`config.mk`:
```
export PLATFORM = sky130hd
export DESIGN_NAME = flash_status_guard
export DESIGN_NICKNAME = d
export VERILOG_FILES = /design/src/rtl/fsg_pkg.sv /design/src/rtl/fsg_status_regs.sv /design/src/rtl/fsg_prot_region.sv /design/src/rtl/fsg_target_check.sv /design/src/rtl/flash_status_guard.sv
export SDC_FILE = /design/constraint.sdc
export NUM_CORES = 1
export LEC_CHECK = 0
export BUFFER_PORTS_ARGS = -buffer_cell sky130_fd_sc_hd__buf_2
export CAP_MARGIN = 10
export CORE_MARGIN = 10
export CORE_UTILIZATION = 35
export DETAILED_ROUTE_END_ITERATION = 8
export PLACE_DENSITY = 0.68
export SLEW_MARGIN = 20
export SYNTH_ARGS = -nofsm -noshare
export SYNTH_HDL_FRONTEND = slang
export SYNTH_SLANG_ARGS = --single-unit
```
`constraint.sdc`:
```
create_clock -name clk -period 2.2 [get_ports clk]
set_input_delay 0.22 -clock clk [delete_from_list [all_inputs] [get_ports clk]]
set_output_delay 0.22 -clock clk [all_outputs]
set_load 0.005 [all_outputs]
```
`src/rtl/fsg_pkg.sv`:
```
package fsg_pkg;

    typedef enum logic [1:0] {
        TGT_PAGE   = 2'd0,
        TGT_SECTOR = 2'd1,
        TGT_BLOCK  = 2'd2,
        TGT_CHIP   = 2'd3
    } tgt_kind_e;

    typedef struct packed {
        logic       lock;
        logic       tb;
        logic [2:0] level;
    } prot_cfg_t;

    localparam int BIT_BUSY   = 0;
    localparam int BIT_WEL    = 1;
    localparam int BIT_LVL_LO = 2;
    localparam int BIT_TB     = 5;
    localparam int BIT_RSVD   = 6;
    localparam int BIT_LOCK   = 7;

    function automatic logic wrsr_permitted(logic wel, logic wp_n, logic lock);
        return wel && (wp_n || !lock);
    endfunction

    function automatic prot_cfg_t cfg_from_byte(logic [7:0] d);
        prot_cfg_t c;
        c.lock  = d[BIT_LOCK];
        c.tb    = d[BIT_TB];
        c.level = d[BIT_LVL_LO+2:BIT_LVL_LO];
        return c;
    endfunction

    function automatic logic [7:0] pack_status(prot_cfg_t c, logic wel, logic busy);
        logic [7:0] s;
        s                          = '0;
        s[BIT_BUSY]                = busy;
        s[BIT_WEL]                 = wel;
        s[BIT_LVL_LO+2:BIT_LVL_LO] = c.level;
        s[BIT_TB]                  = c.tb;
        s[BIT_RSVD]                = 1'b0;
        s[BIT_LOCK]                = c.lock;
        return s;
    endfunction

    // Number of leading address bits fixed for a partial fraction:
    // 1/8 -> 3, 1/4 -> 2, 1/2 -> 1.
    function automatic int unsigned span_shift(logic [1:0] frac);
        case (frac)
            2'd1:    return 3;
            2'd2:    return 2;
            2'd3:    return 1;
            default: return 0;
        endcase
    endfunction

endpackage

```
`src/rtl/fsg_status_regs.sv`:
```
module fsg_status_regs
    import fsg_pkg::*;
(
    input  logic       clk,
    input  logic       rst,
    input  logic       wp_n,
    input  logic       wren_i,
    input  logic       wrdi_i,
    input  logic       op_done_i,
    input  logic       wrsr_commit_i,
    input  logic [7:0] wrsr_data_i,
    output logic       wel_o,
    output prot_cfg_t  cfg_o
);

    logic      wel_q;
    prot_cfg_t cfg_q;
    logic      wel_clear;
    logic      cfg_load;

    assign wel_clear = wrdi_i || op_done_i || wrsr_commit_i;
    assign cfg_load  = wrsr_commit_i && wrsr_permitted(wel_q, wp_n, cfg_q.lock);

    always_ff @(posedge clk) begin
        if (rst) begin
            wel_q <= 1'b0;
            cfg_q <= '0;
        end else begin
            if (cfg_load) begin
                cfg_q <= cfg_from_byte(wrsr_data_i);
            end
            if (wel_clear) begin
                wel_q <= 1'b0;
            end else if (wren_i) begin
                wel_q <= 1'b1;
            end
        end
    end

    assign wel_o = wel_q;
    assign cfg_o = cfg_q;

    a_r2_wel_clear: assert property (@(posedge clk) disable iff (rst)
        (wrdi_i || op_done_i || wrsr_commit_i) |=> !wel_q);

    a_r2_wel_set: assert property (@(posedge clk) disable iff (rst)
        (wren_i && !wrdi_i && !op_done_i && !wrsr_commit_i) |=> wel_q);

    a_r3_locked_write_ignored: assert property (@(posedge clk) disable iff (rst)
        (wrsr_commit_i && !wp_n && cfg_q.lock) |=> $stable(cfg_q));

    a_r4_no_latch_no_write: assert property (@(posedge clk) disable iff (rst)
        (wrsr_commit_i && !wel_q) |=> $stable(cfg_q));

    a_r5_lock_sticky: assert property (@(posedge clk) disable iff (rst)
        (!wp_n && cfg_q.lock) |=> cfg_q.lock);

endmodule

```
`src/rtl/fsg_prot_region.sv`:
```
module fsg_prot_region
    import fsg_pkg::*;
#(
    parameter int ADDR_W = 19
) (
    input  prot_cfg_t           cfg_i,
    output logic [ADDR_W-1:0]   region_lo_o,
    output logic [ADDR_W-1:0]   region_hi_o,
    output logic                region_any_o
);

    localparam logic [ADDR_W-1:0] ALL_ONES = {ADDR_W{1'b1}};

    logic [ADDR_W-1:0] span;

    always_comb begin
        span         = ALL_ONES >> span_shift(cfg_i.level[1:0]);
        region_any_o = 1'b0;
        region_lo_o  = '0;
        region_hi_o  = '0;
        if (cfg_i.level[2]) begin
            region_any_o = 1'b1;
            region_lo_o  = '0;
            region_hi_o  = ALL_ONES;
        end else if (cfg_i.level[1:0] != 2'd0) begin
            region_any_o = 1'b1;
            if (cfg_i.tb) begin
                region_lo_o = '0;
                region_hi_o = span;
            end else begin
                region_lo_o = ~span;
                region_hi_o = ALL_ONES;
            end
        end
    end

endmodule

```
`src/rtl/fsg_target_check.sv`:
```
module fsg_target_check
    import fsg_pkg::*;
#(
    parameter int ADDR_W = 19,
    parameter int PAGE_W = 8,
    parameter int SECT_W = 12,
    parameter int BLK_W  = 16
) (
    input  logic [ADDR_W-1:0] addr_i,
    input  tgt_kind_e         kind_i,
    input  logic [ADDR_W-1:0] region_lo_i,
    input  logic [ADDR_W-1:0] region_hi_i,
    input  logic              region_any_i,
    input  logic              wel_i,
    output logic              hit_o,
    output logic              allow_o
);

    localparam logic [ADDR_W-1:0] ALL_ONES = {ADDR_W{1'b1}};

    logic [ADDR_W-1:0] page_mask;
    logic [ADDR_W-1:0] sect_mask;
    logic [ADDR_W-1:0] blk_mask;

    generate
        if (PAGE_W >= ADDR_W) begin : g_page_full
            assign page_mask = ALL_ONES;
        end else begin : g_page_part
            assign page_mask = ALL_ONES >> (ADDR_W - PAGE_W);
        end
        if (SECT_W >= ADDR_W) begin : g_sect_full
            assign sect_mask = ALL_ONES;
        end else begin : g_sect_part
            assign sect_mask = ALL_ONES >> (ADDR_W - SECT_W);
        end
        if (BLK_W >= ADDR_W) begin : g_blk_full
            assign blk_mask = ALL_ONES;
        end else begin : g_blk_part
            assign blk_mask = ALL_ONES >> (ADDR_W - BLK_W);
        end
    endgenerate

    logic [ADDR_W-1:0] unit_mask;
    logic [ADDR_W-1:0] unit_lo;
    logic [ADDR_W-1:0] unit_hi;

    always_comb begin
        case (kind_i)
            TGT_PAGE:   unit_mask = page_mask;
            TGT_SECTOR: unit_mask = sect_mask;
            TGT_BLOCK:  unit_mask = blk_mask;
            default:    unit_mask = ALL_ONES;
        endcase
        unit_lo = addr_i & ~unit_mask;
        unit_hi = addr_i | unit_mask;
        hit_o   = region_any_i && (unit_lo <= region_hi_i) && (unit_hi >= region_lo_i);
        allow_o = wel_i && !hit_o;
    end

endmodule

```
`src/rtl/flash_status_guard.sv`:
```
module flash_status_guard
    import fsg_pkg::*;
#(
    parameter int ADDR_W = 19,
    parameter int PAGE_W = 8,
    parameter int SECT_W = 12,
    parameter int BLK_W  = 16
) (
    input  logic              clk,
    input  logic              rst,
    input  logic              wp_n,
    input  logic              busy_i,
    input  logic              wren_i,
    input  logic              wrdi_i,
    input  logic              op_done_i,
    input  logic              wrsr_commit_i,
    input  logic [7:0]        wrsr_data_i,
    input  logic [ADDR_W-1:0] tgt_addr_i,
    input  logic [1:0]        tgt_kind_i,
    output logic [7:0]        status_o,
    output logic              op_protected_o,
    output logic              op_allow_o
);

    logic              wel;
    prot_cfg_t         cfg;
    logic [ADDR_W-1:0] reg_lo;
    logic [ADDR_W-1:0] reg_hi;
    logic              reg_any;
    tgt_kind_e         kind;

    assign kind = tgt_kind_e'(tgt_kind_i);

    fsg_status_regs u_regs (
        .clk           (clk),
        .rst           (rst),
        .wp_n          (wp_n),
        .wren_i        (wren_i),
        .wrdi_i        (wrdi_i),
        .op_done_i     (op_done_i),
        .wrsr_commit_i (wrsr_commit_i),
        .wrsr_data_i   (wrsr_data_i),
        .wel_o         (wel),
        .cfg_o         (cfg)
    );

    fsg_prot_region #(.ADDR_W(ADDR_W)) u_region (
        .cfg_i        (cfg),
        .region_lo_o  (reg_lo),
        .region_hi_o  (reg_hi),
        .region_any_o (reg_any)
    );

    fsg_target_check #(
        .ADDR_W (ADDR_W),
        .PAGE_W (PAGE_W),
        .SECT_W (SECT_W),
        .BLK_W  (BLK_W)
    ) u_check (
        .addr_i       (tgt_addr_i),
        .kind_i       (kind),
        .region_lo_i  (reg_lo),
        .region_hi_i  (reg_hi),
        .region_any_i (reg_any),
        .wel_i        (wel),
        .hit_o        (op_protected_o),
        .allow_o      (op_allow_o)
    );

    assign status_o = pack_status(cfg, wel, busy_i);

    a_r6_level_zero_free: assert property (@(posedge clk) disable iff (rst)
        (status_o[4:2] == 3'b000) |-> !op_protected_o);

    a_r6_full_array: assert property (@(posedge clk) disable iff (rst)
        status_o[4] |-> op_protected_o);

    a_r9_chip_refused: assert property (@(posedge clk) disable iff (rst)
        ((tgt_kind_i == 2'd3) && (status_o[4:2] != 3'b000)) |-> !op_allow_o);

    a_r9_needs_latch: assert property (@(posedge clk) disable iff (rst)
        op_allow_o |-> status_o[1]);

endmodule

```
* Word-level counts from Yosys, hierarchy flattened
Cells that the tools add are included.
** Word-level totals
- Register bits :: 6
- Bits of input ports :: 37
- Output and inout bits :: 10
** Operators by class
- $lt $le $gt $ge :: 2
- Equal/unequal tests :: 5
- Shift operators :: 1
- Multiplexer cells :: 10
- Bitwise logic cells :: 4
- Reduce and logical (&&, ||, !) cells :: 13
** Operator list (count)
- $mux W19 :: 6
- $pmux W19 S3 :: 1
- $not A19 Y19 :: 2
- $and A19 B19 Y19 :: 1
- $ge A19 B19 Y1 :: 1
- $le A19 B19 Y1 :: 1
- $or A19 B19 Y19 :: 1
- $shr A19 B2 Y19 const A :: 1
- $eq A2 B2 Y1 const B :: 3
- $pmux W2 S3 :: 1
- $logic_and A1 B1 Y1 :: 5
- $eq A2 B1 Y1 const B :: 2
- $logic_or A1 B1 Y1 :: 3
- $logic_not A1 Y1 :: 2
- $logic_not A2 Y1 :: 1
- $mux W1 :: 2
- $reduce_bool A2 Y1 :: 1
- $reduce_or A2 Y1 :: 1

* Longest topological paths before layout
Gate-level depths: netlist of run 1.
- Depth in word-level cells :: 11
- Depth in mapped cells :: 10

* Hierarchy
From an unflattened synthesis of run 1, not the netlist that was laid out.
** Unflattened totals
- Cell total of the unflattened synthesis :: 191
- Area total of the unflattened synthesis :: 1431.4 µm²
** By module, submodules not included
- fsg_target_check :: instances 1, cells an instance 112, area an instance 778.2 µm²
- fsg_prot_region :: instances 1, cells an instance 48, area an instance 354.1 µm²
- fsg_status_regs :: instances 1, cells an instance 27, area an instance 272.8 µm²
- flash_status_guard :: instances 1, cells an instance 4, area an instance 26.3 µm²

* Worst setup path after synthesis of run 1
No wires, ideal clock.
- Path kind :: register to output
- Start point :: reg u_regs.cfg_q (netlist bit u_regs.cfg_o[0])
- End point :: out op_allow_o
- Data arrival time :: 1873 ps
- Required time :: 1980 ps
- Setup slack :: 107 ps
- Cell stages (with the launch flop) :: 10
- Cells stage by stage :: dfxtp_1 > inv_1 > ha_1 > a21oi_1 > nor2_1 > ha_1 > and4_1 > o311a_2 > and2_1 > a22o_1
** On the way
- Word-level cells in the longest chain between the ends :: 11
- Elaborated cells between the ends (all ways) :: 21
** Ends and longest elaborated chain
- from (decl) :: line fsg_status_regs.sv:17 : prot_cfg_t cfg_q;
- from (signal assigned) :: line fsg_status_regs.sv:30 : cfg_q <= cfg_from_byte(wrsr_data_i);
- $eq A2 B2 Y1 or $eq A2 B1 Y1 (tied branches) :: line fsg_pkg.sv:50 : case (frac)
- $pmux W2 S3 :: line fsg_pkg.sv:50
- $shr A19 B2 Y19 :: line fsg_prot_region.sv:17 : span = ALL_ONES >> span_shift(cfg_i.level[1:0]);
- $mux W19 or $not A19 Y19 (tied branches) :: line fsg_prot_region.sv:27, fsg_prot_region.sv:31
- $mux W19, on equally long branches :: line fsg_prot_region.sv:25, fsg_prot_region.sv:27
- $mux W19, on equally long branches :: line fsg_prot_region.sv:21, fsg_prot_region.sv:25
- $le A19 B19 Y1 or $mux W19 (tied branches) :: line fsg_target_check.sv:56, fsg_prot_region.sv:21
- $logic_and A1 B1 Y1 or $ge A19 B19 Y1 (tied branches) :: line fsg_target_check.sv:56 : hit_o = region_any_i && (unit_lo <= region_hi_i) && (unit_hi >= region_lo_i);
- $logic_and A1 B1 Y1 (*) :: line fsg_target_check.sv:56
- $logic_not A1 Y1 (*) :: line fsg_target_check.sv:57 : allow_o = wel_i && !hit_o;
- $logic_and A1 B1 Y1 (*) :: line fsg_target_check.sv:57
- to (decl) :: line flash_status_guard.sv:22 : output logic op_allow_o
Every way passes the cells marked *; elsewhere a longest branch is shown, timed or not.

* Worst setup path after layout of run 1
- Start point :: reg u_regs.cfg_q (netlist bit u_regs.cfg_o[1])
- End point :: out op_allow_o
The elaborated chain is that of the path after synthesis.

==> reports/summary.txt, run 1 <==
CTS tree -> built
Multi-input logic area -> 647 µm²
Final hold viol count -> 0
Final setup fails -> 2
Vias in the first global route -> 816
Worst skew pair latency -> 0.25 ns
PnR worst setup slack -> -0.165 ns
Via count -> 749
Avg Cell Area, Syn -> 8.30 µm²
Sw Ratio -> 28.3%
RSZ-0062 raised after global routing -> true
Hold Path Origin -> wren_i
Clk sinks -> 6
Htree depth -> 1
Global-route usage over all layers -> 9.68%
Initial antenna violation count -> 0
Area Overhead vs Synth -> 48.9%
CTS clk-pin slew, worst paths -> 0.05 ns
Largest net degree at the start of global routing -> 10
Fmax -> 423 MHz
Avg WL per Cell -> 13.4 µm
Mapped Area -> 722 µm²
CP max FO -> 6
Die area -> 0.00428 mm²
Comb pwr share -> 29.6%
PD cells -> 288 mW/mm²
Vias/cell -> 4.90
Share of total power in sequential cells -> 36.0%
Fillcell total -> 222
Top cells by area, synth -> ha_1, dfxtp_1, mux2i_1
IO Port Bufs -> 32
Root buf cell -> clkbuf_4
Failing checks -> setup timing
DRT Wirelength -> 2050 µm
Cells on worst reg2reg path -> 4
Syn Nets -> 138
CP endpoint kind -> output pin
Leak -> 0.534 nW
GPL Wtd Cong -> 0.760
Share of layout cells above drive strength 1 -> 50.8%
Yosys top cell area share -> 24.3%
Crit path DAT -> 2.14 ns
Dpl hpwl -> 1630 µm
DRC -> 0
I/O Pins -> 47
Warning count from the yosys run -> 0
Max-cap viol count -> 0
Power Internal -> 0.222 mW
TritonCTS buffer count -> 3
Tmin final -> 2.36 ns
Required @ worst endpoint -> 1.98 ns
Clk pwr share -> 34.4%
Die width -> 65.4 µm
Cell Rows -> 16
Hold Buf Count CTS -> 0
Fin crit share -> 107%
Outcome -> finished, violations left
Sequential cell area fraction in the yosys report -> 16.6%
Crit start category -> flip-flop
Final Non-Filler Cells -> 153
Worst hold stages -> 2
Switching pwr -> 0.0875 mW
Yosys top cell by area -> ha_1
Initial core utilization -> 36.8%
N_diodes -> 0
Grt ovf -> 0
Cells after Synth -> 87
Die height -> 65.4 µm
Final ANT Viol Nets -> 0
Crit path kind -> flip-flop to output pin
Yosys reg bits -> 6
VDD IR max -> 244 µV
Hold WC Path Type -> primary input to flip-flop
Core box area -> 0.00196 mm²
Worst Setup SP -> u_regs.cfg_o[1]$_SDFFE_PP0P_
DR iter-0 viols -> 17
Clk_skew -> 0.00590 ns
Sequential Area -> 123 µm²
Cells after DPL -> 148
Final max-slew violation count -> 0
Pre-antenna DRT Iters -> 4
Worst r2r src -> u_regs.cfg_o[4]$_SDFFE_PP0P_
Place WS -> -0.111 ns
First-pass GRT wire length -> 3440 µm
Clock Tree Buf Depth -> 2
Nets -> 179
Unique masters post-synth -> 33
## area by class of cell
cell class	count	area share, %
multi-input cells	72	60.2
repair buffers	39	20.8
flip-flops and latches	6	11.4
well taps	27	3.14
clock buffers	3	2.10
inverters	6	2.33
## path summary, 6_finish.rpt
kind,slack [ns],end
hold reg to reg,0.52,u_regs.cfg_o[4]$_SDFFE_PP0P_
setup / recovery,-0.16,op_allow_o
hold / removal,0.18,u_regs.wel_o$_SDFFE_PP0P_
setup reg to reg,1.06,u_regs.cfg_o[1]$_SDFFE_PP0P_
## worst max-delay path, stage by stage (launching register included)
cell,delay (ns)
dfxtp_2,0.35
inv_4,0.05
ha_4,0.18
and2b_2,0.24
ha_1,0.24
o311a_4,0.38
and2_4,0.15
a22o_1,0.18
buf_2,0.12
## synth_stat cells
library cell	n
a211oi_1	1
a21o_1	1
a21o_2	1
a21oi_1	5
a21oi_2	1
a221oi_1	1
a22o_1	1
a32oi_1	1
and2_1	6
and2b_2	1
and4_1	1
buf_4	3
conb_1	1
dfxtp_1	6
ha_1	14
inv_1	6
mux2i_1	5
nand2_1	5
nand2b_1	3
nand3_1	1
nand4b_1	1
nor2_1	9
nor2b_1	3
nor2b_2	1
nor3_1	1
nor3b_1	1
nor4_1	1
o211ai_1	1
o211ai_2	1
o21a_1	1
o21ai_0	1
o311a_2	1
or4b_4	1
## routing by layer
layer	vias to the layer above	track usage (%)	routed length [µm]
met5	-	0	0
met3	3	4.24	178
li1	382	-	-
met2	26	16.6	1010
met4	0	5.08	34
met1	338	9.72	828
## cell usage in the layout (no fill, tap or decap), types with 2 or more instances in the layout
cell	count
ha_1	10
buf_2	32
buf_6	3
inv_2	2
inv_1	3
nor2b_1	3
nor2_1	9
nand2_1	5
clkbuf_4	3
dfxtp_1	4
and2_1	5
nand2b_1	3
a21oi_2	3
dfxtp_2	2
mux2i_1	5
buf_4	4
a21oi_1	3
ha_4	4
## power groups by stage
stage / Sequential (mW) / Clock, mW / Combinational, mW
floorplan: 0.113 / 0 / 0.0480
global placement: 0.113 / 0 / 0.0784
detailed placement: 0.113 / 0 / 0.0818
CTS: 0.111 / 0.111 / 0.0894
global route: 0.112 / 0.119 / 0.104
finish: 0.112 / 0.107 / 0.0915
## through the flow
stage | hold slack (ns) | util, % | setup TNS (ns) | instance area [µm²] | power [mW]
2_1_floorplan | 0.292 | - | 0 | 722 | 0.161
3_3_place_gp | 0.416 | 47.4 | -0.0585 | 931 | 0.191
3_5_place_dp | 0.440 | 47.4 | -0.130 | 931 | 0.195
4_1_cts | 0.180 | 53.4 | -0.320 | 1050 | 0.312
5_1_grt | 0.188 | 54.8 | -0.580 | 1070 | 0.335
6_report | 0.179 | 54.8 | -0.242 | 1070 | 0.310
## flip-flops by register name (all words and copies together) (netlist names)
register	count
u_regs.cfg_o	5
u_regs.wel_o	1
## cell families after synthesis
kind of cell,count (synthesis),share of synthesized area (%)
simple gates,35,27.7
compound gates,17,17.7
fa+ha+maj,14,24.3
buf+inv,9,6.24
flops,6,16.6
mux,5,6.93
other cells,1,0.519
## timing repair
item	in CTS	in global routing
endpoints found under the hold margin	0	0
cloned	0	0
pin swaps	12	4
buffers inserted	0	2
setup endpoints to repair	2	2
resized for setup	21	3
(Power assumes the default switching activity.)
==> run 2, diff against run 1 <==
CORE_ASPECT_RATIO = 0.8   (was default)
==> reports/summary.txt, run 2 (synthesis gave the netlist of run 1 again) <==
Flop-to-flop setup slack -> 1.06 ns (about the same)
Core box area -> 0.00193 mm² (-1.8%)
Area Overhead vs Synth -> 47.3%
Clk_skew -> 0.000725 ns (-0.00517 ns)
Initial antenna violation count -> 0 (unchanged)
CP max stage delay -> 0.33 ns (-0.05 ns)
Pre-antenna DRT Iters -> 4 (unchanged)
Crit start category -> flip-flop
Crit path DAT -> 2.16 ns (+0.02 ns)
Dpl hpwl -> 1670 µm (+3.0%)
Worst Setup SP -> u_regs.cfg_o[0]$_SDFFE_PP0P_
Clk sinks -> 6 (unchanged)
Hold Path Origin -> wren_i
Cells on worst reg2reg path -> 4 (unchanged)
Htree depth -> 1 (unchanged)
Die area -> 0.00429 mm² (+0.26%)
Final ANT Viol Nets -> 0 (unchanged)
CTS tree -> built
Hold WC Path Type -> primary input to flip-flop
Global-route usage over all layers -> 9.08% (-0.61 points)
DRC -> 0 (unchanged)
TritonCTS buffer count -> 3 (unchanged)
I/O Pins -> 47 (unchanged)
Final max-slew violation count -> 0 (unchanged)
Fin crit share -> 108% (+0.61 points)
Failing checks -> setup timing
Comb pwr share -> 30.5% (+0.9 points)
Die height -> 60.6 µm (-7.3%)
IO Port Bufs -> 32 (unchanged)
Vias/cell -> 5.09 (+3.9%)
Share of total power in sequential cells -> 36.7% (+0.7 points)
DRT Wirelength -> 2020 µm (-1.6%)
Required @ worst endpoint -> 1.98 ns (about the same)
GPL Wtd Cong -> 0.724 (-4.6%)
Outcome -> finished, violations left
Via count -> 758 (+1.2%)
Crit path kind -> flip-flop to output pin
Worst hold stages -> 2 (unchanged)
Worst skew pair latency -> 0.24 ns (about the same)
Max-cap viol count -> 0 (unchanged)
Fmax -> 420 MHz (-0.57%)
Cell Rows -> 14 (-2)
Vias in the first global route -> 768 (-5.9%)
Die width -> 70.8 µm (+8.2%)
Power Internal -> 0.222 mW (about the same)
N_diodes -> 0 (unchanged)
Worst-case hold path end point -> u_regs.wel_o$_SDFFE_PP0P_
VDD IR max -> 313 µV (+28%)
Most common cell after layout, fill and taps aside -> buf_2
Crit path max-delay family -> compound AO/OA/AOI/OAI gates
Highest Signal Layer -> met4
Worst r2r src -> u_regs.cfg_o[4]$_SDFFE_PP0P_
CP cell instances -> buf_6 > ha_4 > a21oi_2 > nor2_1 > ha_1 > a21o_1 > a32oi_1 > nand3_2 > a22o_1 > buf_2
Place WS -> -0.0974 ns (+0.0136 ns)
Initial core utilization -> 37.5% (+0.67 points)
Worst path bufs/invs -> 2 (unchanged)
Avg WL per Cell -> 13.6 µm (+1.1%)
Grt ovf -> 0 (unchanged)
WHS -> 0.178 ns (-0.00137 ns)
Most frequent cells in the layout -> buf_2, ha_1, nor2_1
Final hold viol count -> 0 (unchanged)
Tmin final -> 2.38 ns (+0.0135 ns)
Fillcell total -> 183 (-18%)
Final setup fails -> 2 (unchanged)
Clk pwr share -> 32.8% (-1.6 points)
Met1 wire length -> 903 µm (+9.1%)
Nets -> 178 (-0.56%)
Clock Tree Buf Depth -> 2 (unchanged)
DR iter-0 viols -> 32 (+15)
Hold Buf Count CTS -> 0 (unchanged)
Met3 wire len -> 215 µm (+21%)
CP max FO -> 2 (-4)
CTS clk-pin slew, worst paths -> 0.04 ns (about the same)
Fin util -> 55.2% (+0.41 points)
Largest net degree at the start of global routing -> 10 (unchanged)
RR Endpoint -> u_regs.cfg_o[1]$_SDFFE_PP0P_
Sw Ratio -> 27.0% (-1.3 points)
Leak -> 0.535 nW (+0.29%)
RSZ-0062 raised after global routing -> true
Met2 Wirelength -> 895 µm (-12%)
Final Power -> 0.304 mW (-1.8%)
Root buf cell -> clkbuf_4
CP endpoint kind -> output pin
Switching pwr -> 0.0820 mW (-6.3%)
CP max stage cell -> dfxtp_2
First-pass GRT wire length -> 3340 µm (-2.8%)
Share of layout cells above drive strength 1 -> 51.2% (+0.41 points)
PD cells -> 286 mW/mm² (-0.81%)
PnR worst setup slack -> -0.178 ns (-0.0135 ns)
Max reg flops -> 5 (unchanged)
[run 2: changes by cell type in the layout (fill, tap and decap cells not counted)]
cell	previous run	this run
inv_2	2	1
ha_1	10	11
nor2b_4	0	1
ha_4	4	3
inv_4	1	2
a21oi_2	3	4
buf_6	3	2
nand3_2	0	1
nand3_1	1	0
a21oi_1	3	2
nor2b_2	1	0
[run 2: worst reg2reg max path, cell delays in order (launching register included)]
cell,delay (ns)
dfxtp_1,0.34
inv_1,0.06
o211ai_2,0.35
mux2i_1,0.23
nor2_1,0.05
[run 2: how the worst max path moves through the flow]
stage                 end  slack (ns)  cells after the start
3_5_place_dp   op_allow_o        -0.1                     10
4_1_cts        op_allow_o       -0.21                     10
2_1_floorplan  op_allow_o        0.11                      9
6_report       op_allow_o       -0.18                     10
3_3_place_gp   op_allow_o       -0.03                     10
5_1_grt        op_allow_o       -0.28                     10
[run 2: power by group through the flow]
| stage | Clock (mW) | Combinational [mW] | Sequential (mW) |
|---|---|---|---|
| finish | 0.0996 | 0.0927 | 0.112 |
| global route | 0.108 | 0.105 | 0.112 |
| CTS | 0.105 | 0.0899 | 0.111 |
| detailed placement | 0 | 0.0825 | 0.113 |
| global placement | 0 | 0.0786 | 0.113 |
| floorplan | 0 | 0.0480 | 0.113 |
[run 2: timing repair]
item,4_1_cts,5_1_grt
setup buffers,0,1
endpoints found under the setup margin,2,2
pin swaps,12,12
gates resized for setup,20,6
[run 2: per-stage QoR]
| step | cells | setup TNS [ns] | instance area (µm²) |
|---|---|---|---|
| after floorplan | 87 | 0 | 722 |
| after global placement | 145 | -0.0321 | 927 |
| after detailed placement | 145 | -0.103 | 927 |
| after CTS | 148 | -0.328 | 1030 |
| after global routing | 149 | -0.508 | 1060 |
| final | 149 | -0.278 | 1060 |
[run 2: cell type report]
type                            instances  area, µm²  area share [%]
Clock buffer                            3       22.5            2.12
Multi-Input combinational cell         72        648            60.9
Tap cell                               24       30.0            2.82
Sequential cell                         6        123            11.5
Timing Repair Buffer                   38        213            20.0
Inverter                                6       27.5            2.59
[run 2: per-layer routing]
layer / track usage [%] / vias to the layer above
met1: 10.5 / 339
li1: - / 384
met3: 3.59 / 2
met5: 0 / -
met4: 3.86 / 0
met2: 14.8 / 33
==> run 3, diff against run 2 <==
ABC_AREA = 1   (was default)
==> reports/summary.txt, run 3 <==
Outcome -> finished, violations left
Failing checks -> setup timing
Area Overhead vs Synth -> 56.4%
Most frequent cell after synthesis -> nand2_1
CTS tree -> built
PD cells -> 297 mW/mm² (+3.9%)
Required @ worst endpoint -> 1.98 ns (about the same)
Crit start category -> flip-flop
Sequential cell area fraction in the yosys report -> 16.0% (-0.61 points)
DRC -> 0 (unchanged)
N_diodes -> 0 (unchanged)
Initial core utilization -> 38.2% (+0.73 points)
Root buf cell -> clkbuf_4
Final setup fails -> 2 (unchanged)
GPL Wtd Cong -> 0.703 (-3.0%)
Worst skew pair latency -> 0.24 ns (about the same)
Core box area -> 0.00196 mm² (+1.8%)
Crit path DAT -> 2.03 ns (-0.13 ns)
PnR worst setup slack -> -0.0537 ns (+0.124 ns)
RSZ-0062 raised after global routing -> true
Final max-slew violation count -> 0 (unchanged)
Most common cell after layout, fill and taps aside -> buf_2
Cell Rows -> 14 (unchanged)
Share of layout cells above drive strength 1 -> 47.3% (-3.9 points)
Yosys top cell by area -> ha_1
Clock Tree Buf Depth -> 2 (unchanged)
Fin crit share -> 102% (-5.7 points)
Avg Cell Area, Syn -> 6.00 µm² (-28%)
Top FF cell, synth -> dfxtp_1
Most common library cells after synthesis -> nand2_1, inv_1, nor2_1
Hold WC Path Type -> primary input to flip-flop
Final Power -> 0.348 mW (+15%)
Via count -> 890 (+17%)
Avg WL per Cell -> 12.0 µm (-11%)
Crit path kind -> flip-flop to output pin
Unique masters post-synth -> 18 (-45%)
Hold Buf Count CTS -> 0 (unchanged)
Htree depth -> 1 (unchanged)
Dpl hpwl -> 1650 µm (-1.4%)
Syn Nets -> 176 (+28%)
Yosys reg bits -> 6 (unchanged)
Vias/cell -> 4.66 (-8.4%)
CP max FO -> 3 (+1)
IO Port Bufs -> 32 (unchanged)
CTS clk-pin slew, worst paths -> 0.05 ns (about the same)
Final ANT Viol Nets -> 0 (unchanged)
Post-synth EDFFs -> 0 (unchanged)
Max reg flops -> 5 (unchanged)
Yosys top cell area share -> 23.4% (-0.89 points)
Top cells by area, synth -> ha_1, nand2_1, dfxtp_1
Tmin final -> 2.25 ns (-0.124 ns)
Clk sinks -> 6 (unchanged)
CP endpoint kind -> output pin
DR iter-0 viols -> 58 (+81%)
VDD IR max -> 238 µV (-24%)
Fmax -> 444 MHz (+5.5%)
I/O Pins -> 47 (unchanged)
TritonCTS buffer count -> 3 (unchanged)
Max-cap viol count -> 0 (unchanged)
First-pass GRT wire length -> 3260 µm (-2.5%)
Pre-antenna DRT Iters -> 4 (unchanged)
Die width -> 71.7 µm (+1.4%)
Global-route usage over all layers -> 8.89% (-0.19 points)
Initial antenna violation count -> 0 (unchanged)
Mapped Area -> 749 µm² (+3.8%)
Synth async-reset ratio -> 0% (unchanged)
Largest net degree at the start of global routing -> 9 (-1)
Warning count from the yosys run -> 0 (unchanged)
Cells after Synth -> 125 (+44%)
Die height -> 61.4 µm (+1.3%)
Nets -> 220 (+24%)
Clk_skew -> 0.00464 ns (+0.00391 ns)
Grt ovf -> 0 (unchanged)
Most frequent cells in the layout -> buf_2, nand2_1, inv_1, nor2_1
Leak -> 0.612 nW (+14%)
Vias in the first global route -> 849 (+11%)
Setup TNS -> -0.0830 ns (+0.195 ns)
Final hold viol count -> 0 (unchanged)
DRT Wirelength -> 2300 µm (+14%)
Die area -> 0.00440 mm² (+2.6%)
run 3: report_power, final:
part           internal [mW]  switching [mW]  total [mW]  leakage (nW)
registers              0.111         0.00192       0.113        0.0499
logic                 0.0649          0.0699       0.135         0.548
clock network         0.0617          0.0391       0.101        0.0138
total                  0.237           0.111       0.348         0.612
run 3: cell families after synthesis:
family | after synthesis | share of synthesized area (%)
simple gates | 66 | 36.7
buf+inv | 27 | 15.0
fa+ha+maj | 14 | 23.4
compound gates | 11 | 8.35
flops | 6 | 16.0
other cells | 1 | 0.500
run 3: layout make-up:
type	count	area, µm²
Clock buffer	3	22.5
Tap cell	24	30.0
Fill cell	197	790
Sequential cell	6	124
Multi-Input combinational cell	92	649
Timing Repair Buffer	42	249
Inverter	24	97.6
run 3: path summary, 6_finish.rpt:
check / from / endpoint / slack, ns / depth (start not counted)
hold / removal: rst / u_regs.cfg_o[0]$_SDFFE_PP0P_ / 0.21 / 2
setup reg to reg: u_regs.wel_o$_SDFFE_PP0P_ / u_regs.cfg_o[2]$_SDFFE_PP0P_ / 1.12 / 4
hold reg to reg: u_regs.cfg_o[4]$_SDFFE_PP0P_ / u_regs.cfg_o[4]$_SDFFE_PP0P_ / 0.50 / 2
setup / recovery: u_regs.cfg_o[1]$_SDFFE_PP0P_ / op_protected_o / -0.05 / 14
run 3: routing by layer:
| metal | part of all wire [%] | vias to the layer above | GRT usage, % |
|---|---|---|---|
| met5 | 0 | - | 0 |
| met4 | 1.1 | 0 | 3.58 |
| met3 | 8.1 | 5 | 4.34 |
| met2 | 50 | 29 | 14.9 |
| met1 | 41 | 385 | 9.54 |
| li1 | - | 471 | - |
run 3: what timing repair did:
action,CTS,global route
pin swaps,8,10
setup buffers,6,2
setup endpoints to repair,2,2
hold endpoints to repair,0,0
gates resized for setup,16,23
run 3: per-stage QoR:
step	utilization (%)	cells	hold slack (ns)	worst slack, ns	cell area (µm²)
after CTS	53.5	189	0.211	-0.0604	1050
after detailed placement	47.5	180	0.440	0.0181	932
after global routing	59.8	191	0.218	-0.161	1170
final	59.8	191	0.207	-0.0537	1170
after global placement	47.5	180	0.440	0.0374	932
after floorplan	-	125	0.289	0.223	749
run 3: worst max-delay path, stage by stage (launching register included):
cell and delay, ns:
dfxtp_2 0.33, inv_2 0.05, buf_6 0.11, ha_2 0.16, inv_2 0.06, nand3_2 0.08
nand2_2 0.09, ha_4 0.20, nand2_2 0.08, inv_2 0.05, nand3_2 0.06, nand4_1 0.11
nor2_2 0.16, and2_4 0.16, buf_6 0.08
